==> config.mk <==
export PLATFORM = sky130hd
export DESIGN_NAME = rtc_irq_unit
export DESIGN_NICKNAME = d
export VERILOG_FILES = /design/src/rtl/rtc_irq_pkg.sv /design/src/rtl/rtc_alarm_regs.sv /design/src/rtl/rtc_alarm_match.sv /design/src/rtl/rtc_irq_status.sv /design/src/rtl/rtc_irq_unit.sv
export SDC_FILE = /design/constraint.sdc
export NUM_CORES = 1
export LEC_CHECK = 0
export BUFFER_PORTS_ARGS = -buffer_cell sky130_fd_sc_hd__buf_2
export CORE_MARGIN = 2
export CORE_UTILIZATION = 52
export CTS_CLUSTER_SIZE = 28
export DETAILED_ROUTE_END_ITERATION = 12
export GPL_ROUTABILITY_DRIVEN = 0
export GPL_TIMING_DRIVEN = 0
export PLACE_DENSITY_LB_ADDON = 0.3
export SYNTH_ARGS = -nofsm -noshare
export SYNTH_HDL_FRONTEND = slang
export SYNTH_SLANG_ARGS = --single-unit
==> constraint.sdc <==
create_clock -name clk -period 2.66 [get_ports clk]
set_input_delay 0.133 -clock clk [delete_from_list [all_inputs] [get_ports clk]]
set_output_delay 0.133 -clock clk [all_outputs]
set_load 0.01 [all_outputs]
==> src/rtl/rtc_irq_pkg.sv <==
package rtc_irq_pkg;
  localparam int SEC_W    = 6;
  localparam int MIN_W    = 6;
  localparam int HOUR_W   = 5;
  localparam int ADDR_W   = 2;
  localparam int NUM_STAT = 6;
  localparam int NUM_EN   = 5;

  localparam int ST_SEC  = 0;
  localparam int ST_MIN  = 1;
  localparam int ST_HOUR = 2;
  localparam int ST_DAY  = 3;
  localparam int ST_ALM  = 4;
  localparam int ST_LOAD = 5;

  localparam logic [ADDR_W-1:0] A_ALM_SEC  = 2'd0;
  localparam logic [ADDR_W-1:0] A_ALM_MIN  = 2'd1;
  localparam logic [ADDR_W-1:0] A_ALM_HOUR = 2'd2;
  localparam logic [ADDR_W-1:0] A_STATUS   = 2'd3;

  typedef struct packed {
    logic [HOUR_W-1:0] hour;
    logic [MIN_W-1:0]  min;
    logic [SEC_W-1:0]  sec;
  } tod_t;

  function automatic logic tod_equal(input tod_t a, input tod_t b);
    return (a.hour == b.hour) && (a.min == b.min) && (a.sec == b.sec);
  endfunction

  function automatic logic [NUM_STAT-1:0] status_next(
      input logic [NUM_STAT-1:0] cur,
      input logic [NUM_STAT-1:0] set,
      input logic [NUM_STAT-1:0] clr);
    return (cur & ~clr) | set;
  endfunction
endpackage

==> src/rtl/rtc_alarm_regs.sv <==
module rtc_alarm_regs
  import rtc_irq_pkg::*;
#(
  parameter int DATA_W = 8
) (
  input  logic              clk,
  input  logic              rst_n,
  input  logic              wr_en,
  input  logic [ADDR_W-1:0] addr,
  input  logic [DATA_W-1:0] wdata,
  output tod_t              alarm,
  output logic [DATA_W-1:0] rdata
);
  tod_t alarm_q;

  always_ff @(posedge clk or negedge rst_n) begin
    if (!rst_n) begin
      alarm_q <= '0;
    end else if (wr_en) begin
      case (addr)
        A_ALM_SEC:  alarm_q.sec  <= wdata[SEC_W-1:0];
        A_ALM_MIN:  alarm_q.min  <= wdata[MIN_W-1:0];
        A_ALM_HOUR: alarm_q.hour <= wdata[HOUR_W-1:0];
        default: ;
      endcase
    end
  end

  always_comb begin
    rdata = '0;
    case (addr)
      A_ALM_SEC:  rdata[SEC_W-1:0]  = alarm_q.sec;
      A_ALM_MIN:  rdata[MIN_W-1:0]  = alarm_q.min;
      A_ALM_HOUR: rdata[HOUR_W-1:0] = alarm_q.hour;
      default:    rdata = '0;
    endcase
  end

  assign alarm = alarm_q;


  alarm_write_chk: assert property (@(posedge clk) disable iff (!rst_n)
    (wr_en && addr == A_ALM_HOUR) |=> (alarm.hour == $past(wdata[HOUR_W-1:0])));
endmodule

==> src/rtl/rtc_alarm_match.sv <==
module rtc_alarm_match
  import rtc_irq_pkg::*;
(
  input  logic clk,
  input  logic rst_n,
  input  tod_t tod,
  input  tod_t alarm,
  output logic alarm_evt
);
  logic match_now;
  logic match_q;

  assign match_now = tod_equal(tod, alarm);

  always_ff @(posedge clk or negedge rst_n) begin
    if (!rst_n) match_q <= 1'b1;
    else        match_q <= match_now;
  end

  assign alarm_evt = match_now && !match_q;


  alarm_once_chk: assert property (@(posedge clk) disable iff (!rst_n)
    alarm_evt |=> !alarm_evt);
endmodule

==> src/rtl/rtc_irq_status.sv <==
module rtc_irq_status
  import rtc_irq_pkg::*;
(
  input  logic                clk,
  input  logic                rst_n,
  input  logic [NUM_STAT-1:0] set_vec,
  input  logic [NUM_STAT-1:0] clr_vec,
  output logic [NUM_STAT-1:0] status
);
  logic [NUM_STAT-1:0] status_q;

  always_ff @(posedge clk or negedge rst_n) begin
    if (!rst_n) status_q <= '0;
    else        status_q <= status_next(status_q, set_vec, clr_vec);
  end

  assign status = status_q;

  for (genvar i = 0; i < NUM_STAT; i++) begin : g_bit_chk

    set_wins_chk: assert property (@(posedge clk) disable iff (!rst_n)
      set_vec[i] |=> status[i]);

    clear_one_chk: assert property (@(posedge clk) disable iff (!rst_n)
      (clr_vec[i] && !set_vec[i]) |=> !status[i]);

    hold_bit_chk: assert property (@(posedge clk) disable iff (!rst_n)
      (!clr_vec[i] && !set_vec[i]) |=> (status[i] == $past(status[i])));
  end
endmodule

==> src/rtl/rtc_irq_unit.sv <==
module rtc_irq_unit
  import rtc_irq_pkg::*;
#(
  parameter int DATA_W = 8
) (
  input  logic              clk,
  input  logic              rst_n,
  input  logic              evt_sec,
  input  logic              evt_min,
  input  logic              evt_hour,
  input  logic              evt_day,
  input  logic              evt_load_done,
  input  logic [SEC_W-1:0]  tod_sec,
  input  logic [MIN_W-1:0]  tod_min,
  input  logic [HOUR_W-1:0] tod_hour,
  input  logic [NUM_EN-1:0] ctl_irq_en,
  input  logic              reg_wr,
  input  logic [ADDR_W-1:0] reg_addr,
  input  logic [DATA_W-1:0] reg_wdata,
  output logic [DATA_W-1:0] reg_rdata,
  output logic              irq
);
  tod_t                tod_now;
  tod_t                alarm_val;
  logic [DATA_W-1:0]   alarm_rdata;
  logic                alarm_evt;
  logic                status_wr;
  logic [NUM_STAT-1:0] set_vec;
  logic [NUM_STAT-1:0] clr_vec;
  logic [NUM_STAT-1:0] status;

  assign tod_now = '{hour: tod_hour, min: tod_min, sec: tod_sec};

  rtc_alarm_regs #(.DATA_W(DATA_W)) u_regs (
    .clk   (clk),
    .rst_n (rst_n),
    .wr_en (reg_wr),
    .addr  (reg_addr),
    .wdata (reg_wdata),
    .alarm (alarm_val),
    .rdata (alarm_rdata)
  );

  rtc_alarm_match u_match (
    .clk       (clk),
    .rst_n     (rst_n),
    .tod       (tod_now),
    .alarm     (alarm_val),
    .alarm_evt (alarm_evt)
  );

  always_comb begin
    set_vec          = '0;
    set_vec[ST_SEC]  = evt_sec  && ctl_irq_en[ST_SEC];
    set_vec[ST_MIN]  = evt_min  && ctl_irq_en[ST_MIN];
    set_vec[ST_HOUR] = evt_hour && ctl_irq_en[ST_HOUR];
    set_vec[ST_DAY]  = evt_day  && ctl_irq_en[ST_DAY];
    set_vec[ST_ALM]  = alarm_evt && ctl_irq_en[ST_ALM];
    set_vec[ST_LOAD] = evt_load_done;
  end

  assign status_wr = reg_wr && (reg_addr == A_STATUS);
  assign clr_vec   = status_wr ? reg_wdata[NUM_STAT-1:0] : '0;

  rtc_irq_status u_status (
    .clk     (clk),
    .rst_n   (rst_n),
    .set_vec (set_vec),
    .clr_vec (clr_vec),
    .status  (status)
  );

  always_comb begin
    if (reg_addr == A_STATUS) begin
      reg_rdata                 = '0;
      reg_rdata[NUM_STAT-1:0]   = status;
    end else begin
      reg_rdata = alarm_rdata;
    end
  end

  assign irq = |status;


  irq_hold_chk: assert property (@(posedge clk) disable iff (!rst_n)
    (irq && !status_wr) |=> irq);

  load_irq_chk: assert property (@(posedge clk) disable iff (!rst_n)
    evt_load_done |=> irq);
endmodule

==> results of run 1 <==
-- registers in the layout, summed over array words and instances, names as in the netlist --
name	cells
u_status.status	6
u_match.match_q	1
u_regs.alarm	17
-- power groups by stage --
| stage | Sequential, mW | Clock (mW) | Combinational (mW) |
|---|---|---|---|
| 2_1_floorplan | 0.463 | 0 | 0.156 |
| 3_3_place_gp | 0.473 | 0 | 0.227 |
| 3_5_place_dp | 0.478 | 0 | 0.233 |
| 4_1_cts | 0.470 | 0.268 | 0.236 |
| 5_1_grt | 0.480 | 0.280 | 0.259 |
| 6_report | 0.470 | 0.267 | 0.234 |
-- area by class of cell --
cell class / count / area, um2
fill: 192 / 796
multi-input combinational: 72 / 673
sequential: 24 / 602
timing repair buffer: 46 / 240
tap: 30 / 37.5
buffer: 5 / 31.3
clock inverter: 1 / 30.0
clock buffer: 3 / 22.5
-- final timing paths --
| kind | from | end | slack (ns) | cells after the start |
|---|---|---|---|---|
| setup / recovery | u_status.status[4]$_DFF_PN0_ | reg_rdata[4] | 1.13 | 2 |
| hold / removal | ctl_irq_en[2] | u_status.status[2]$_DFF_PN0_ | 0.02 | 2 |
| setup reg to reg | u_regs.alarm[11]$_DFFE_PN0P_ | u_status.status[4]$_DFF_PN0_ | 1.26 | 4 |
| hold reg to reg | u_status.status[5]$_DFF_PN0_ | u_status.status[5]$_DFF_PN0_ | 0.54 | 1 |
| max in group asynchronous | rst_n | u_match.match_q$_DFF_PN1_ | 1.98 | 2 |
| min in group asynchronous | rst_n | u_regs.alarm[16]$_DFFE_PN0P_ | 0.30 | 2 |
-- cells in the mapped netlist, drive strengths merged --
cell	instances	share of area (%)
a22o	4	2.7
o31ai	1	0.58
nor3	1	0.38
nor4	4	2.4
conb	1	0.29
clkbuf	1	0.29
mux2i	1	0.77
mux4	5	8.6
a21o	1	0.58
xnor2	2	1.3
dfrtp	23	44
buf	4	2.1
nand3b	2	2.1
nand2	8	2.3
nand3	3	1.2
and3	1	0.48
xor2	15	10
nor2	2	0.58
dfstp	1	2.0
o21ai	1	0.38
nor3b	1	1.4
nand2b	1	0.48
mux2	17	15
-- cells by family after synthesis --
family,after synthesis,share of synthesized area (%)
xor+xnor,17,11.4
buf+inv,5,2.40
flops,24,46.2
mux,23,24.1
compound gates,7,4.23
other cells,1,0.288
simple gates,23,11.3
-- per-layer routing --
layer,part of all wire [%],track usage [%]
met3,4.4,3.61
met2,50,37.0
met5,0,0
met4,1.7,10.4
met1,44,29.6
-- worst register-to-register path: stages (launching register included) --
cell and delay [ns]:
dfrtp_1 0.44, xor2_1 0.17, nor4_1 0.31, nand3_1 0.14, o31ai_1 0.25
==> metrics.csv, run 1 <==
stage;metric;value;unit
min_path;hp-class;primary input to flop;
sta;holdWs;0.0217;ns
sta;max_freq;0.652;GHz
sta;setup_violations;0;
pwr;p_switching;0.262;mW
sta;fin_tns_setup;0;ns
setup_path;end_kind;primary output;
setup_path;arrival;1.40;ns
pwr;p_leak;0.760;nW
place;place_ws;1.27;ns
sta;skew;0.0198;ns
setup_path;crit_required;2.53;ns
drt;wl_per_cell;15.7;um
finish;final_layout_size_suffix_gt1_share;49.0;%
clocking;cts_root_buffer;clkbuf_4;
sta;hold_viol;0;
pwr;powerDensity;593;mW/mm2
clocking;numClockSinks;24;
floorplanning;num_rows;18;
drt;drt-pass1-iter-count;4;
sta;rsz0062_at_grt;no;
global_route;grt_pass1_wl;4.59;mm
floorplanning;core;0.00243;mm2
finish;layout_commonest_cell;buf_2;
global_route;overflow;0;
place;dp_hpwl;2.16;mm
pwr;power_frac_seq;48.4;%
floorplanning;design.die.area;0.00292;mm2
clocking;clkLatencyLatePin;0.33;ns
pwr;power;0.971;mW
sta;setup_ws;1.13;ns
setup_path;cp_num_buf_inv;1;
finish;fin_util;67.3;%
logic_synthesis;postSynthCellCount;100;
place;place_area;0.00156;mm2
clocking;postCtsSetupBuffers;0;
drt;drc_errors;0;
drt;routed_via_density;5.31;
floorplanning;io_pins;49;
pwr;ir_drop;0.429;mV
pwr;clkPwrFrac;27.5;%
setup_path;cp_slowest_cell;mux4_2;
clocking;clk_path_buf_depth;2;
logic_synthesis;ys.warnings.count;0;
status;status;completed;
clocking;cts-resized-gates;0;
finish;layout.nets;192;
logic_synthesis;ys_seq_area_share;46.2;%
finish;n_antenna_cell;0;
sta;post-route-period-util;57.7;%
global_route;antenna_found_initial;0;
global_route;grt_max_degree;25;
clocking;cts_tree;done;
global_route;grt_usage;22.7;%
pwr;pwr-share-comb;24.1;%
setup_path;cp-start-kind;flop;
logic_synthesis;syn_area;0.00130;mm2
place;place_inst;175;
sta;slew_viol_final;0;
setup_path;path_cells;mux4_2 -> buf_2;
setup_path;cp_max_fo;3;
clocking;h-tree-depth;1;
floorplanning;die_h;54.1;um
finish;instances_no_fill;181;
sta;maxSlewHeadroom;64.0;%
logic_synthesis;ys_ff_latch;24;
drt;drtIter0Drc;6;
finish;final_cell_mix;45 x buf_2, 23 x dfrtp_1, 15 x xor2_1;
floorplanning;initial_core_util;53.5;%
logic_synthesis;ys_types;27;
sta;worstMarginPinSlew;0.540;ns
global_route;first_global_vias;964;
floorplanning;die_w;54.1;um
setup_path;crit_type;flop to primary output;
drt;num_vias;961;
clocking;cts_inserted_buffers;3;
pwr;power.internal;0.709;mW
flow_run;cap_violations;0;
setup_path;cpPeakStageDelay;0.48;ns
clocking;path_clk_slew;0.15;ns
finish;finish.instance_area;0.00164;mm2
drt;antenna_left;0;
clocking;hold_buffers;2;
setup_path;path_delay_family;multiplexers;
sta;finalWorstPathRequiredPeriod;1.53;ns
place;io_buffer_count;44;
pwr;power.share.switching;26.9;%
finish;syn2layout_area_growth;25.6;%
drt;drt_wl_total;2.84;mm
logic_synthesis;syn_area_per_cell;13.0;um2
Note: power is estimated with default switching activity, not from simulation.
==> inputs of run 2 (changes only) <==
CORE_UTILIZATION = 48   (was 52)
clock period = 1.5 ns   (was 2.66 ns; I/O delays follow)
==> run 2 against run 1 <==
Compared with the run above: core utilization up 0.72 points; wire length increased by 5.8%; cell count rose by 5.5%; sequential power up 77%; count of clock-buffer cells in the layout up 1; first-iteration DRC count is 120% higher; clock skew is 0.012 ns lower; via count up 6.6%; largest cell class unchanged.
==> metrics.csv, run 2 (synthesis gave the netlist of run 1 again) <==
stage;metric;value;unit
drt;drt-pass1-iter-count;4;
setup_path;cp-start-kind;flop;
sta;finalWorstPathRequiredPeriod;1.45;ns
finish;layout_commonest_cell;buf_2;
finish;regArea;602;um2
drt;drt_wl_total;3.01;mm
global_route;grt_pass1_wl;4.91;mm
place;place_area;0.00156;mm2
place;io_buffer_count;44;
sta;post-route-period-util;97.0;%
floorplanning;core;0.00252;mm2
min_path;hp-class;primary input to flop;
drt;routed_via_density;5.36;
finish;fillCellCount;214;
sta;rsz0062_at_grt;no;
status;status;completed;
drt;drc_errors;0;
global_route;first_global_vias;1035;
global_route;overflow;0;
finish;layout.nets;202;
floorplanning;die_h;56.1;um
place;dp_hpwl;2.15;mm
finish;finish.instance_area;0.00172;mm2
sta;maxSlewHeadroom;63.1;%
sta;worstMarginPinSlew;0.554;ns
drt;drtIter0Drc;13;
sta;max_freq;0.687;GHz
sta;setup_violations;0;
flow_run;cap_violations;0;
setup_path;cp_max_fo;3;
drt;wl_per_cell;15.7;um
finish;final_cell_mix;45 x buf_2, 23 x dfrtp_1, 15 x xor2_1;
floorplanning;initial_core_util;51.6;%
clocking;path_clk_slew;0.14;ns
global_route;grt_usage;20.3;%
floorplanning;die_w;56.1;um
clocking;cts_root_buffer;clkbuf_4;
finish;multi_input_area;673;um2
clocking;h-tree-depth;1;
sta;fin_tns_setup;0;ns
min_path;holdPathStages;2;
floorplanning;design.die.area;0.00315;mm2
pwr;ir_drop;0.576;mV
clocking;cts_inserted_buffers;3;
clocking;clk_path_buf_depth;2;
clocking;numClockSinks;24;
floorplanning;num_rows;18;
finish;n_antenna_cell;0;
setup_path;reg2regPathDepth;4;
sta;hold_viol;0;
setup_path;crit_required;1.42;ns
floorplanning;io_pins;49;
finish;largest_reg_flops;17;
sta;skew;0.00768;ns
pwr;powerDensity;946;mW/mm2
finish;final_layout_size_suffix_gt1_share;47.2;%
setup_path;crit_type;flop to primary output;
global_route;grt_max_degree;25;
drt;num_vias;1024;
pwr;p_leak;0.790;nW
global_route;antenna_found_initial;0;
pwr;power;1.62;mW
clocking;cts_tree;done;
clocking;clkLatencyLatePin;0.31;ns
setup_path;end_kind;primary output;
sta;slew_viol_final;0;
finish;syn2layout_area_growth;31.7;%
drt;antenna_left;0;
setup_path;arrival;1.38;ns
run 2: cell types whose count changed in the layout (fill, tap and decap cells not counted), sizes merged:
cell	previous run	this run
bufinv	1	0
dlygate4sd3	2	10
clkbuf	4	5
buf	48	50
run 2: path summary, 6_finish.rpt:
check	startpoint	to	slack (ns)
max	u_status.status[3]$_DFF_PN0_	reg_rdata[3]	0.05
min	reg_wdata[0]	u_regs.alarm[0]$_DFFE_PN0P_	0.02
max reg2reg	u_regs.alarm[5]$_DFFE_PN0P_	u_status.status[4]$_DFF_PN0_	0.12
min reg2reg	u_status.status[5]$_DFF_PN0_	u_status.status[5]$_DFF_PN0_	0.53
max in group asynchronous	rst_n	u_match.match_q$_DFF_PN1_	0.86
min in group asynchronous	rst_n	u_regs.alarm[0]$_DFFE_PN0P_	0.27
run 2: area by class of cell:
cell class | instances | area share, %
plain buffers | 5 | 1.82
flip-flops and latches | 24 | 35.1
clock buffers | 4 | 2.12
well taps | 30 | 2.19
multi-input cells | 72 | 39.2
repair buffers | 56 | 19.5
run 2: worst max-delay path, stage by stage (launching register included):
cell and delay, ns:
dfrtp_1 0.45, mux4_2 0.48, buf_2 0.15
run 2: what timing repair did:
| item | 4_1_cts | 5_1_grt |
|---|---|---|
| hold buffers | 9 | 1 |
| gates resized for setup | 0 | 0 |
| setup endpoints to repair | 0 | 1 |
| buffers inserted | 0 | 2 |
| hold endpoints to repair | 28 | 1 |
run 2: metal layers:
layer	up-vias	track usage, %	wire length (um)
li1	482	-	-
met1	492	26.8	1240
met2	42	35.5	1500
met3	8	2.33	195
met4	0	5.10	61
met5	-	0	0
run 2: through the flow:
step           cells  setup slack [ns]  utilization (%)  hold WS, ns
2_1_floorplan    101             0.288                -       -0.221
4_1_cts          188            0.0457             67.0      0.00105
6_report         191            0.0454             68.0       0.0194
3_5_place_dp     175             0.125             62.0       0.0886
3_3_place_gp     175             0.142             62.0       0.0853
5_1_grt          191           0.00483             68.0       0.0174
run 2: power by group:
part / leakage, nW / internal (mW) / total (mW) / switching [mW]
logic: 0.495 / 0.269 / 0.449 / 0.180
clock network: 0.0210 / 0.148 / 0.341 / 0.193
registers: 0.274 / 0.745 / 0.833 / 0.0878
